**src/rtl/dstat_pkg.sv**
```systemverilog
package dstat_pkg;

  localparam int OP_W     = 3;
  localparam int N_STAGES = 4;  // decode, execute, memory, writeback registers

  localparam logic [OP_W-1:0] OPC_LOAD   = 3'd0;
  localparam logic [OP_W-1:0] OPC_STORE  = 3'd1;
  localparam logic [OP_W-1:0] OPC_ALU_R  = 3'd2;
  localparam logic [OP_W-1:0] OPC_ALU_I  = 3'd3;
  localparam logic [OP_W-1:0] OPC_BRANCH = 3'd4;

  typedef enum logic [1:0] {
    ALU_ADD  = 2'd0,
    ALU_SUB  = 2'd1,
    ALU_FUNC = 2'd2,
    ALU_OR   = 2'd3
  } alu_e;

  typedef struct packed {
    logic ext_sign;
    logic src_imm;
    alu_e alu_op;
    logic dst_rd;
  } ex_grp_t;

  typedef struct packed {
    logic mem_wr;
    logic branch;
  } mem_grp_t;

  typedef struct packed {
    logic mem_to_reg;
    logic reg_wr;
  } wb_grp_t;

  typedef struct packed {
    ex_grp_t  ex;
    mem_grp_t mem;
    wb_grp_t  wb;
  } ctrl_t;

endpackage

```
**src/rtl/dstat_decoder.sv**
```systemverilog
module dstat_decoder
  import dstat_pkg::*;
(
  input  logic [OP_W-1:0] op_i,
  output ctrl_t           ctrl_o
);

  always_comb begin
    ctrl_o = '0;
    case (op_i)
      OPC_LOAD: begin
        ctrl_o.ex.ext_sign   = 1'b1;
        ctrl_o.ex.src_imm    = 1'b1;
        ctrl_o.ex.alu_op     = ALU_ADD;
        ctrl_o.wb.mem_to_reg = 1'b1;
        ctrl_o.wb.reg_wr     = 1'b1;
      end
      OPC_STORE: begin
        ctrl_o.ex.ext_sign = 1'b1;
        ctrl_o.ex.src_imm  = 1'b1;
        ctrl_o.ex.alu_op   = ALU_ADD;
        ctrl_o.mem.mem_wr  = 1'b1;
      end
      OPC_ALU_R: begin
        ctrl_o.ex.alu_op  = ALU_FUNC;
        ctrl_o.ex.dst_rd  = 1'b1;
        ctrl_o.wb.reg_wr  = 1'b1;
      end
      OPC_ALU_I: begin
        ctrl_o.ex.src_imm = 1'b1;
        ctrl_o.ex.alu_op  = ALU_OR;
        ctrl_o.wb.reg_wr  = 1'b1;
      end
      OPC_BRANCH: begin
        ctrl_o.ex.ext_sign = 1'b1;
        ctrl_o.ex.alu_op   = ALU_SUB;
        ctrl_o.mem.branch  = 1'b1;
      end
      default: ctrl_o = '0;
    endcase
  end

endmodule

```
**src/rtl/dstat_stage.sv**
```systemverilog
module dstat_stage #(
  parameter int W = 8
) (
  input  logic         clk,
  input  logic         rst,
  input  logic         hold_i,
  input  logic         kill_i,
  input  logic         valid_i,
  input  logic [W-1:0] data_i,
  output logic         valid_o,
  output logic [W-1:0] data_o
);

  always_ff @(posedge clk) begin
    if (rst) begin
      valid_o <= 1'b0;
      data_o  <= '0;
    end else if (kill_i) begin
      valid_o <= 1'b0;
      data_o  <= '0;
    end else if (!hold_i) begin
      valid_o <= valid_i;
      data_o  <= valid_i ? data_i : '0;
    end
  end

  a_r8_kill_invalidates: assert property (@(posedge clk) disable iff (rst)
    kill_i |=> !valid_o);

  a_r7_hold_keeps: assert property (@(posedge clk) disable iff (rst)
    (hold_i && !kill_i) |=> ($stable(valid_o) && $stable(data_o)));

  a_r10_idle_is_zero: assert property (@(posedge clk) disable iff (rst)
    !valid_o |-> (data_o == '0));

endmodule

```
**src/rtl/dstat_ctrl.sv**
```systemverilog
module dstat_ctrl
  import dstat_pkg::*;
#(
  parameter int REG_W = 5
) (
  input  logic                clk,
  input  logic                rst,
  input  logic                fetch_valid_i,
  input  logic [OP_W-1:0]     fetch_op_i,
  input  logic [REG_W-1:0]    fetch_rd_i,
  input  logic                stall_i,
  input  logic [N_STAGES-1:0] flush_i,
  output logic                id_valid_o,
  output logic [OP_W-1:0]     id_op_o,
  output logic [REG_W-1:0]    id_rd_o,
  output logic                ex_valid_o,
  output logic [OP_W-1:0]     ex_op_o,
  output logic [REG_W-1:0]    ex_rd_o,
  output logic                ex_ext_sign_o,
  output logic                ex_src_imm_o,
  output logic [1:0]          ex_alu_op_o,
  output logic                ex_dst_rd_o,
  output logic                mem_valid_o,
  output logic [OP_W-1:0]     mem_op_o,
  output logic [REG_W-1:0]    mem_rd_o,
  output logic                mem_wr_o,
  output logic                mem_branch_o,
  output logic                wb_valid_o,
  output logic [OP_W-1:0]     wb_op_o,
  output logic [REG_W-1:0]    wb_rd_o,
  output logic                wb_mem_to_reg_o,
  output logic                wb_reg_wr_o
);

  localparam int TAG_W = OP_W + REG_W;
  localparam int ID_W  = TAG_W;
  localparam int EX_W  = TAG_W + $bits(ctrl_t);
  localparam int MEM_W = TAG_W + $bits(mem_grp_t) + $bits(wb_grp_t);
  localparam int WB_W  = TAG_W + $bits(wb_grp_t);

  // decode register
  logic [ID_W-1:0] id_data;
  ctrl_t           id_ctrl;

  dstat_stage #(.W(ID_W)) u_id (
    .clk(clk), .rst(rst),
    .hold_i(stall_i), .kill_i(flush_i[0]),
    .valid_i(fetch_valid_i), .data_i({fetch_op_i, fetch_rd_i}),
    .valid_o(id_valid_o), .data_o(id_data)
  );
  assign {id_op_o, id_rd_o} = id_data;

  dstat_decoder u_dec (.op_i(id_op_o), .ctrl_o(id_ctrl));

  // execute register: whole bundle; stall sends a bubble here
  logic [EX_W-1:0] ex_data;
  ctrl_t           ex_ctrl;

  dstat_stage #(.W(EX_W)) u_ex (
    .clk(clk), .rst(rst),
    .hold_i(1'b0), .kill_i(flush_i[1] | stall_i),
    .valid_i(id_valid_o), .data_i({id_op_o, id_rd_o, id_ctrl}),
    .valid_o(ex_valid_o), .data_o(ex_data)
  );
  assign {ex_op_o, ex_rd_o, ex_ctrl} = ex_data;
  assign ex_ext_sign_o = ex_ctrl.ex.ext_sign;
  assign ex_src_imm_o  = ex_ctrl.ex.src_imm;
  assign ex_alu_op_o   = ex_ctrl.ex.alu_op;
  assign ex_dst_rd_o   = ex_ctrl.ex.dst_rd;

  // memory register: execute group dropped
  logic [MEM_W-1:0] mem_data;
  mem_grp_t         mem_grp;
  wb_grp_t          mem_wbg;

  dstat_stage #(.W(MEM_W)) u_mem (
    .clk(clk), .rst(rst),
    .hold_i(1'b0), .kill_i(flush_i[2]),
    .valid_i(ex_valid_o), .data_i({ex_op_o, ex_rd_o, ex_ctrl.mem, ex_ctrl.wb}),
    .valid_o(mem_valid_o), .data_o(mem_data)
  );
  assign {mem_op_o, mem_rd_o, mem_grp, mem_wbg} = mem_data;
  assign mem_wr_o     = mem_grp.mem_wr;
  assign mem_branch_o = mem_grp.branch;

  // writeback register: only writeback group remains
  logic [WB_W-1:0] wb_data;
  wb_grp_t         wb_grp;

  dstat_stage #(.W(WB_W)) u_wb (
    .clk(clk), .rst(rst),
    .hold_i(1'b0), .kill_i(flush_i[3]),
    .valid_i(mem_valid_o), .data_i({mem_op_o, mem_rd_o, mem_wbg}),
    .valid_o(wb_valid_o), .data_o(wb_data)
  );
  assign {wb_op_o, wb_rd_o, wb_grp} = wb_data;
  assign wb_mem_to_reg_o = wb_grp.mem_to_reg;
  assign wb_reg_wr_o     = wb_grp.reg_wr;

  // assertions
  a_r1_reset_clears: assert property (@(posedge clk)
    rst |=> !(id_valid_o || ex_valid_o || mem_valid_o || wb_valid_o || wb_reg_wr_o || mem_wr_o));

  a_r4_ex_follows_id: assert property (@(posedge clk) disable iff (rst)
    (id_valid_o && !stall_i && !flush_i[1]) |=> (ex_valid_o && ex_op_o == $past(id_op_o)));

  a_r5_mem_follows_ex: assert property (@(posedge clk) disable iff (rst)
    (ex_valid_o && !flush_i[2]) |=> (mem_valid_o && mem_wr_o == $past(ex_ctrl.mem.mem_wr)
                                     && mem_branch_o == $past(ex_ctrl.mem.branch)));

  a_r6_wb_follows_mem: assert property (@(posedge clk) disable iff (rst)
    (mem_valid_o && !flush_i[3]) |=> (wb_valid_o && wb_reg_wr_o == $past(mem_wbg.reg_wr)
                                      && wb_rd_o == $past(mem_rd_o)));

  a_r7_stall_bubbles: assert property (@(posedge clk) disable iff (rst)
    stall_i |=> !ex_valid_o);

  a_r9_flush_beats_stall: assert property (@(posedge clk) disable iff (rst)
    (stall_i && flush_i[0]) |=> !id_valid_o);

  a_r10_no_idle_writes: assert property (@(posedge clk) disable iff (rst)
    (!wb_valid_o |-> !wb_reg_wr_o) and (!mem_valid_o |-> !mem_wr_o));

endmodule

```
**config.mk**
```make
export PLATFORM = sky130hd
export DESIGN_NAME = dstat_ctrl
export DESIGN_NICKNAME = d
export VERILOG_FILES = /design/src/rtl/dstat_pkg.sv /design/src/rtl/dstat_decoder.sv /design/src/rtl/dstat_stage.sv /design/src/rtl/dstat_ctrl.sv
export SDC_FILE = /design/constraint.sdc
export NUM_CORES = 1
export LEC_CHECK = 0
export BUFFER_PORTS_ARGS = -buffer_cell sky130_fd_sc_hd__buf_4
export CAP_MARGIN = 40
export CORE_MARGIN = 1
export CORE_UTILIZATION = 48
export CTS_CLUSTER_DIAMETER = 40
export DETAILED_ROUTE_END_ITERATION = 8
export GPL_TIMING_DRIVEN = 0
export PLACE_DENSITY = 0.85
export SKIP_CTS_REPAIR_TIMING = 1
export SLEW_MARGIN = 0
export SYNTH_ARGS = -nofsm -noshare
export SYNTH_HDL_FRONTEND = slang
export SYNTH_SLANG_ARGS = --single-unit
```
**constraint.sdc**
```tcl
create_clock -name clk -period 1.6 [get_ports clk]
set_clock_uncertainty 0.2 [all_clocks]
set_input_delay 0.24 -clock clk [delete_from_list [all_inputs] [get_ports clk]]
set_output_delay 0.24 -clock clk [all_outputs]
set_load 0.005 [all_outputs]
```
### Word level (Yosys, flattened, before mapping)

Index checks and enable logic that the tools add are counted.

| word-level totals | value |
|---|---|
| flip-flop bits (word level) | 51 |
| input port bits | 16 |

| cells by class | value |
|---|---|
| equal/unequal tests | 4 |
| multiplexer cells | 9 |
| bitwise operators | 4 |
| reduce and logical (&&, ||, !) cells | 11 |

Operators by type and width:

| kind | count |
|---|---|
| OR reduction 3 bit | 6 |
| two-way mux 8 bit | 1 |
| OR reduction 2 bit | 4 |
| two-way mux 1 bit | 7 |
| == test 3 x 2 -> 1 bit (second input constant) | 2 |
| case mux 2 bit (3 select lines) | 1 |
| == test 3 x 1 -> 1 bit (second input constant) | 1 |
| == test 3 bit (second input constant) | 1 |
| zero test 3 bit | 1 |
| NOT 1 bit | 3 |
| bitwise OR 1 bit | 1 |

### Longest topological paths before layout

Gate-level depths: netlist of run 1.

| depth | value |
|---|---|
| word-level depth | 3 |
| mapped depth | 4 |

### Modules after synthesis

A second synthesis of run 1 with hierarchy kept.

| second synthesis, totals | value |
|---|---|
| cells, all modules | 235 |
| area total of the unflattened synthesis | 2127.0 sq um |

Modules (own cells, without submodules):

| module | times used | cells an instance | area an instance (sq um) |
|---|---|---|---|
| dstat_stage (u_ex) | 1 | 79 | 748.2 |
| dstat_stage (u_mem) | 1 | 56 | 513.0 |
| dstat_stage (u_wb) | 1 | 48 | 429.2 |
| dstat_stage (u_id) | 1 | 39 | 354.1 |
| dstat_decoder | 1 | 11 | 72.6 |
| dstat_ctrl | 1 | 2 | 10.0 |

### Worst setup path after synthesis of run 1

Ideal clock, no wire load.

| path | value |
|---|---|
| path kind | reg-to-reg |
| start point | register u_id.valid_o |
| end point | register u_ex.data_o[2] |
| setup time | 0.087 ns |
| data arrival time | 1.121 ns |
| required time | 1.313 ns |
| path slack | 0.192 ns |
| stages on the path, launching flop included | 4 |
| buffers on the path | 1 |
| cells stage by stage | dfxtp_1 -> or4b_1 -> buf_6 -> nor4b_4 |

| between the ends | value |
|---|---|
| longest elaborated chain between the ends | 2 |

RTL lines:

| element | line | RTL |
|---|---|---|
| start, declared | dstat_stage.sv:10 | `output logic valid_o,` |
| start signal, assigned | dstat_stage.sv:22 | `valid_o <= valid_i;` |
| NOT 1 bit (no source line) | - |  |
| OR reduction 3 bit (no source line) | - |  |
| end signal, assigned | dstat_stage.sv:23 | `data_o <= valid_i ? data_i : '0;` |
| end, declared | dstat_stage.sv:11 | `output logic [W-1:0] data_o` |

Every way passes these cells.
A chain may end at the register's enable or synchronous reset.

### Final worst setup path of run 1

| path | value |
|---|---|
| start point | input port fetch_op_i[0] |
| end point | register u_id.data_o[5] |

| between the ends | value |
|---|---|
| longest elaborated chain between the ends | 1 |

RTL lines:

| element | line | RTL |
|---|---|---|
| start, declared | dstat_ctrl.sv:9 | `input logic [OP_W-1:0] fetch_op_i,` |
| two-way mux 8 bit | dstat_stage.sv:23 |  |
| end signal, assigned | dstat_stage.sv:23 |  |
| end, declared | dstat_stage.sv:11 |  |

Every way passes these cells.

==> results of run 1 <==
==> sequential cells by signal (all words and copies together) (netlist names) <==
signal         count
u_wb.valid_o       1
u_wb.data_o       10
u_ex.data_o       17
u_id.data_o        8
u_id.valid_o       1
u_ex.valid_o       1
u_mem.valid_o      1
u_mem.data_o      12
==> routing by layer <==
metal  part of all wire, %  wire, um  vias up  global-route usage, %
met1                    40      1193      515                  17.86
li1                      -         -      618                      -
met4                   1.6        47        0                  7.619
met5                     0         0        -                      0
met3                   9.0       266        5                  7.143
met2                    49      1439       54                  27.95
==> cell usage in the layout (no fill, tap or decap), types with 3 or more instances in the layout <==
cell	synthesis	routed
nand3b_1	9	9
nand2_1	8	8
clkbuf_1	8	9
dlygate4sd3_1	0	10
a21oi_1	9	9
buf_4	18	77
nor3b_2	3	3
dfxtp_1	51	51
and2_1	30	30
clkbuf_4	0	5
==> cell families after synthesis <==
family | after synthesis | share of synthesized area (%)
AO/OA/AOI/OAI | 10 | 3.395
AND/OR/NAND/NOR | 62 | 25.09
buffers and inverters | 28 | 10.70
flip-flops | 51 | 60.22
multiplexers | 1 | 0.5904
==> area by class of cell <==
type,instances,area share [%]
Sequential cell,51,43.17
Buffer,27,7.460
Tap cell,46,2.434
Multi-Input combinational cell,73,20.85
Inverter,1,0.2116
Clock buffer,8,2.910
Timing Repair Buffer,69,22.96
==> power by group through the flow <==
stage	Combinational, uW	Clock [uW]	Sequential, uW
2_1_floorplan	29.9	0	1310
3_3_place_gp	72.5	0	1310
3_5_place_dp	73.9	0	1310
4_1_cts	74.2	638	1280
5_1_grt	103	701	1280
6_report	94.9	619	1280
==> tightest hold or removal path, cell delays in order <==
cell and delay (ns):
buf_4 0.12, nand3b_1 0.11, a21oi_1 0.06
==> worst paths after layout <==
path	from	endpoint	slack (ns)
worst max-delay path	fetch_op_i[0]	u_id.data_o[5]	0.08
worst min-delay path	stall_i	u_id.data_o[7]	0.002
worst max register to register	u_id.valid_o	u_ex.data_o[11]	0.13
worst min register to register	u_ex.data_o[0]	u_mem.data_o[0]	0.24
==> metrics by stage <==
step / hold WS [ns] / power, uW
finish: 0.001743 / 1993
global route: -0.01034 / 2085
detailed placement: 0.2145 / 1381
global placement: 0.2119 / 1380
floorplan: 0.2057 / 1337
CTS: -0.06601 / 1992
==> metrics, run 1 <==
status=finished, final reports clean; Synth top area share=60.22%; H-tree depth=2; Max Slew Vio Count=0; # IOs=61; reg2reg path depth=4; Post-synth EDFFs=0; Lkg Pwr=0.001064 uW; worst path bufs/invs=3; Clock power frac=31.1%; Post-Place Setup Slack=0.03552 ns; final std cells w/o fill=275; Clock Tree Buf Depth=2; Primary FF master, synth=dfxtp_1; initial drt markers=9; area of the core=0.003363 mm^2; Int Pwr=1592 uW; setup TNS=0 ns; CP delay by family, top=buffers and inverters; Final Hold Viols=0; vias in the first global route=1,013; row count=21; most frequent cell after synthesis=dfxtp_1; Synth area leaders=dfxtp_1 (60%), and2_1 (11%), buf_4 (8.0%), nand3b_1 (4.0%), a21oi_1 (2.7%); GPL Wtd Cong=between 0.6 and 0.7; Vias per Instance=between 4 and 5; DR pass1 iterations=2; CP Data Required Time=about 1.6 ns; TritonCTS buffer count=5; Post-DRT Antenna Nets=0; VDD IR-drop max=593.0 uV; die area=approximately 0.0038 mm^2; post-synthesis sequential area ratio=60.22%; Avg WL per Cell=10.71 um; IO Port Bufs=59; Cell Count Post-Placement=257; setup ws final=0.07595 ns; cell taking the most area after synthesis=dfxtp_1; cell chain of the critical path=dlygate4sd3_1 > buf_4 > nand3b_1 > dlygate4sd3_1 > a21oi_1; Worst Tran Pin Value=~0.52 ns; Max transition margin=approximately two thirds; fin crit period=1.524 ns; f_max=around 660 MHz; Critical Path Max Stage Delay=0.55 ns; Avg Inst Size Synth=about 11 um^2; period utilization=95.25%; routed vias=~1,200; Gate power share=4.8%; Layout area overhead=39.48%; antenna violations before repair=0; Final nets=roughly 240; PwrDens=842.7 mW/mm^2; share of cells above drive strength 1=41.05%; RSZ-0062 raised after global routing=no; Critical-path top delay cell=dlygate4sd3_1; Final Cell Area=0.002365 mm^2; Sw Pwr=around 400 uW; switching share of power=20.10%; CP max FO=1; top cells by count, synth=dfxtp_1 (51), and2_1 (30), buf_4 (18); syn_nets=roughly 170; Synth Cell Area=0.001695 mm^2; Hold/Removal Path Class=input port to flip-flop; final setup violating endpoints=0; initial core utilization=50.41%; gr usage total=16.50%; gr ovfl total=0; CTS sink count=51; Final HPWL DP=2075 um; startpoint types=input port; Root Driver=clkbuf_4; Arr. time, crit path=around 1.6 ns; Die Span Y=61.43 um; Critical Path End Type=flip-flop; clk_lat worst skew=0.35 ns; Synth Instances=approximately 150; Synth Warn #=0; critical path type=input port to flip-flop; synth unique cells=21; CTS clk-pin slew, worst paths=0.13 ns; WP depth=5; # fillers=282; DIE WIDTH=between 60 and 70 um; ant diodes=0; largest net degree at the start of global routing=15; first-pass GRT wire length=4367 um; register area=roughly 0.0010 mm^2; Post-synth ARST share=0%; Total Wirelength=2946 um; area taken by multi-input logic gates=493.0 um^2; FF+latch count, synth=51; max_cap viols=0; sequential fraction of design power=64.2%; dpl cell area=0.002196 mm^2; CTS tree=yes; DRC Markers=0; final design utilization=70.31%; Most common cell on crit path=dlygate4sd3_1; hold path depth=3
(Power assumes the default switching activity.)
==> run 2: changes to the inputs <==
Settings changed: CORE_ASPECT_RATIO set to 0.5, CORE_UTILIZATION 48 to 51, PLACE_DENSITY 0.85 to 0.86, SYNTH_HIERARCHICAL set to 1.
==> run 2 against run 1 <==
  * Core utilization up 0.88 points
  * Global-route usage grew 3.6 points
  * Via count is 54% higher
  * Critical path type is now flip-flop to primary output
  * Largest cell class unchanged
==> metrics, run 2 <==
status=finished, final reports clean; Synth area leaders=dfxtp_1 (48%), nand3b_1 (17%), a21oi_1 (9.6%), nand2_1 (8.3%), a21oi_2 (3.7%); reg-to-reg endpoint=u_ex/data_o[5]; WP depth=1; max reg flops=17; synth unique cells=22; Synth Cell Area=0.002127 mm^2; CTS sink count=51; Clock power frac=37.6%; worst path bufs/invs=1; final design utilization=71.19%; Arr. time, crit path=1.07 ns; Lkg Pwr=0.001074 uW; final setup violating endpoints=0; met2 wire length=2065 um; vias in the first global route=1,515; Biggest register=u_ex/data_o; switching share of power=21.41%; first-pass GRT wire length=6748 um; gr usage total=20.11%; Primary FF master, synth=dfxtp_1; Max Slew Vio Count=0; CTS clk-pin slew, worst paths=around 0.090 ns; die area=around 0.0044 mm^2; Post-synth ARST share=0%; Avg Inst Size Synth=9.051 um^2; initial core utilization=a little over half; final std cells w/o fill=~370; setup TNS=0 ns; Top Registers=u_ex/data_o x17, u_mem/data_o x12, u_wb/data_o x10; Critical Path Max Stage Delay=0.58 ns; DIE WIDTH=93.33 um; RSZ-0062 raised after global routing=no; # IOs=61; Hold/Removal Path Class=input port to flip-flop; period utilization=94.34%; startpoint types=flip-flop; DR pass1 iterations=4; Critical Path End Type=primary output; IO Port Bufs=59; gr ovfl total=0; most frequent cell after synthesis=dfxtp_1; cell chain of the critical path=buf_4; Synth top area share=48.00%; CP endpoint=id_op_o[1]; met1 wire length=about 2200 um; Vias per Instance=4.927; post-synthesis sequential area ratio=a little under half; TritonCTS buffer count=5; max_cap viols=0; Hold WS=about 0.0086 ns; ant diodes=0; Final nets=334; DRC Markers=0; worst reg2reg setup slack=0.16 ns; Int Pwr=~1800 uW; RR Startpoint=u_id/data_o[7]; row count=16; VDD IR-drop max=455.3 uV; sequential fraction of design power=55.5%; Die Span Y=between 40 and 50 um; critical path type=flip-flop to primary output; Setup crit start=u_id/data_o[6]; Synth Warn #=6; Final Cell Area=0.002808 mm^2; PwrDens=823.1 mW/mm^2; Sw Pwr=494.8 uW; Post-synth EDFFs=0; Final HPWL DP=3277 um; largest net degree at the start of global routing=16; dpl cell area=0.002701 mm^2; H-tree depth=2; GPL Wtd Cong=0.7828; most frequent cells in the layout=buf_4 (62), dfxtp_1 (51), nand2_1 (47), nand3b_1 (47), a21oi_1 (41); CP max FO=10; fin crit period=1.509 ns; Final Hold Viols=0; CP Data Required Time=1.16 ns; CP delay by family, top=flip-flops; Root Driver=clkbuf_8; Layout area overhead=32.00%; CTS tree=yes; Synth Instances=235; initial drt markers=57; commonest non-fill, non-tap cell in the layout=buf_4; cell taking the most area after synthesis=dfxtp_1; Clock Tree Buf Depth=2; antenna violations before repair=0; Total Wirelength=4471 um; routed vias=1,833; FF+latch count, synth=51; area of the core=0.003944 mm^2; Post-DRT Antenna Nets=0; reg2reg path depth=4; share of cells above drive strength 1=29.87%; routed wl met3=roughly 180 um; top cells by count, synth=dfxtp_1 (51), nand2_1 (47), nand3b_1 (47); Cell Count Post-Placement=365; Avg WL per Cell=12.02 um; Gate power share=6.9%; top sig layer=met4; clk_lat worst skew=0.30 ns; f_max=662.5 MHz; Critical-path top delay cell=dfxtp_1
-- run 2: cell types whose count changed in the layout (fill, tap and decap cells not counted), moves of 5 or more --
cell,change
clkbuf_1,-8
clkbuf_4,-5
buf_2,+7
nand3b_1,+38
buf_4,-15
nand2_1,+39
a21oi_1,+32
and2_1,-30
dlygate4sd3_1,-10
conb_1,+18
a21oi_2,+9
-- run 2: how the worst min path moves through the flow --
stage / from / cells after the start / end
2_1_floorplan: fetch_rd_i[0] / 2 / u_id/data_o[0]
3_3_place_gp: u_id/data_o[2] / 2 / u_id/data_o[2]
3_5_place_dp: u_id/data_o[1] / 2 / u_id/data_o[1]
4_1_cts: fetch_rd_i[3] / 3 / u_id/data_o[3]
5_1_grt: flush_i[2] / 3 / u_mem/data_o[10]
6_report: flush_i[2] / 3 / u_mem/data_o[10]
-- run 2: routing by layer --
layer	up-vias	track usage, %
met5	-	0
li1	943	-
met2	42	35.15
met3	5	4.762
met1	843	25.44
met4	0	7.385
-- run 2: stage by stage --
stage	power (uW)	worst slack, ns
final	2311	0.09059
after global routing	2387	0.04901
after CTS	2317	0.08224
after detailed placement	1464	0.1058
after global placement	1461	0.1404
after floorplan	1416	0.3188
-- run 2: logic make-up (layout without fill, tap and decap cells) --
kind of cell | after synthesis | in the layout | synth area share, %
flip-flops | 51 | 51 | 48.00
buffers and inverters | 20 | 86 | 7.058
other | 1 | 18 | 0.1763
multiplexers | 4 | 4 | 1.882
AO/OA/AOI/OAI | 51 | 51 | 13.71
AND/OR/NAND/NOR | 108 | 108 | 29.18
-- run 2: area by class of cell --
type	instances	area, um^2
Buffer	18	142.6
Clock buffer	5	68.82
Clock inverter	2	37.54
Fill cell	307	1136
Inverter	2	7.507
Multi-Input combinational cell	181	1020
Sequential cell	51	1021
Tap cell	54	67.56
Timing Repair Buffer	59	442.9
-- run 2: worst min-delay path, cell delays in order --
cell	delay (ns)
buf_4	0.08
or2_4	0.12
a21oi_1	0.04
-- run 2: power groups by stage --
stage               logic [uW]  registers [uW]  clock network (uW)
global route               175            1280                 930
detailed placement         153            1310                   0
global placement           150            1310                   0
finish                     160            1280                 869
floorplan                  106            1310                   0
CTS                        153            1280                 882
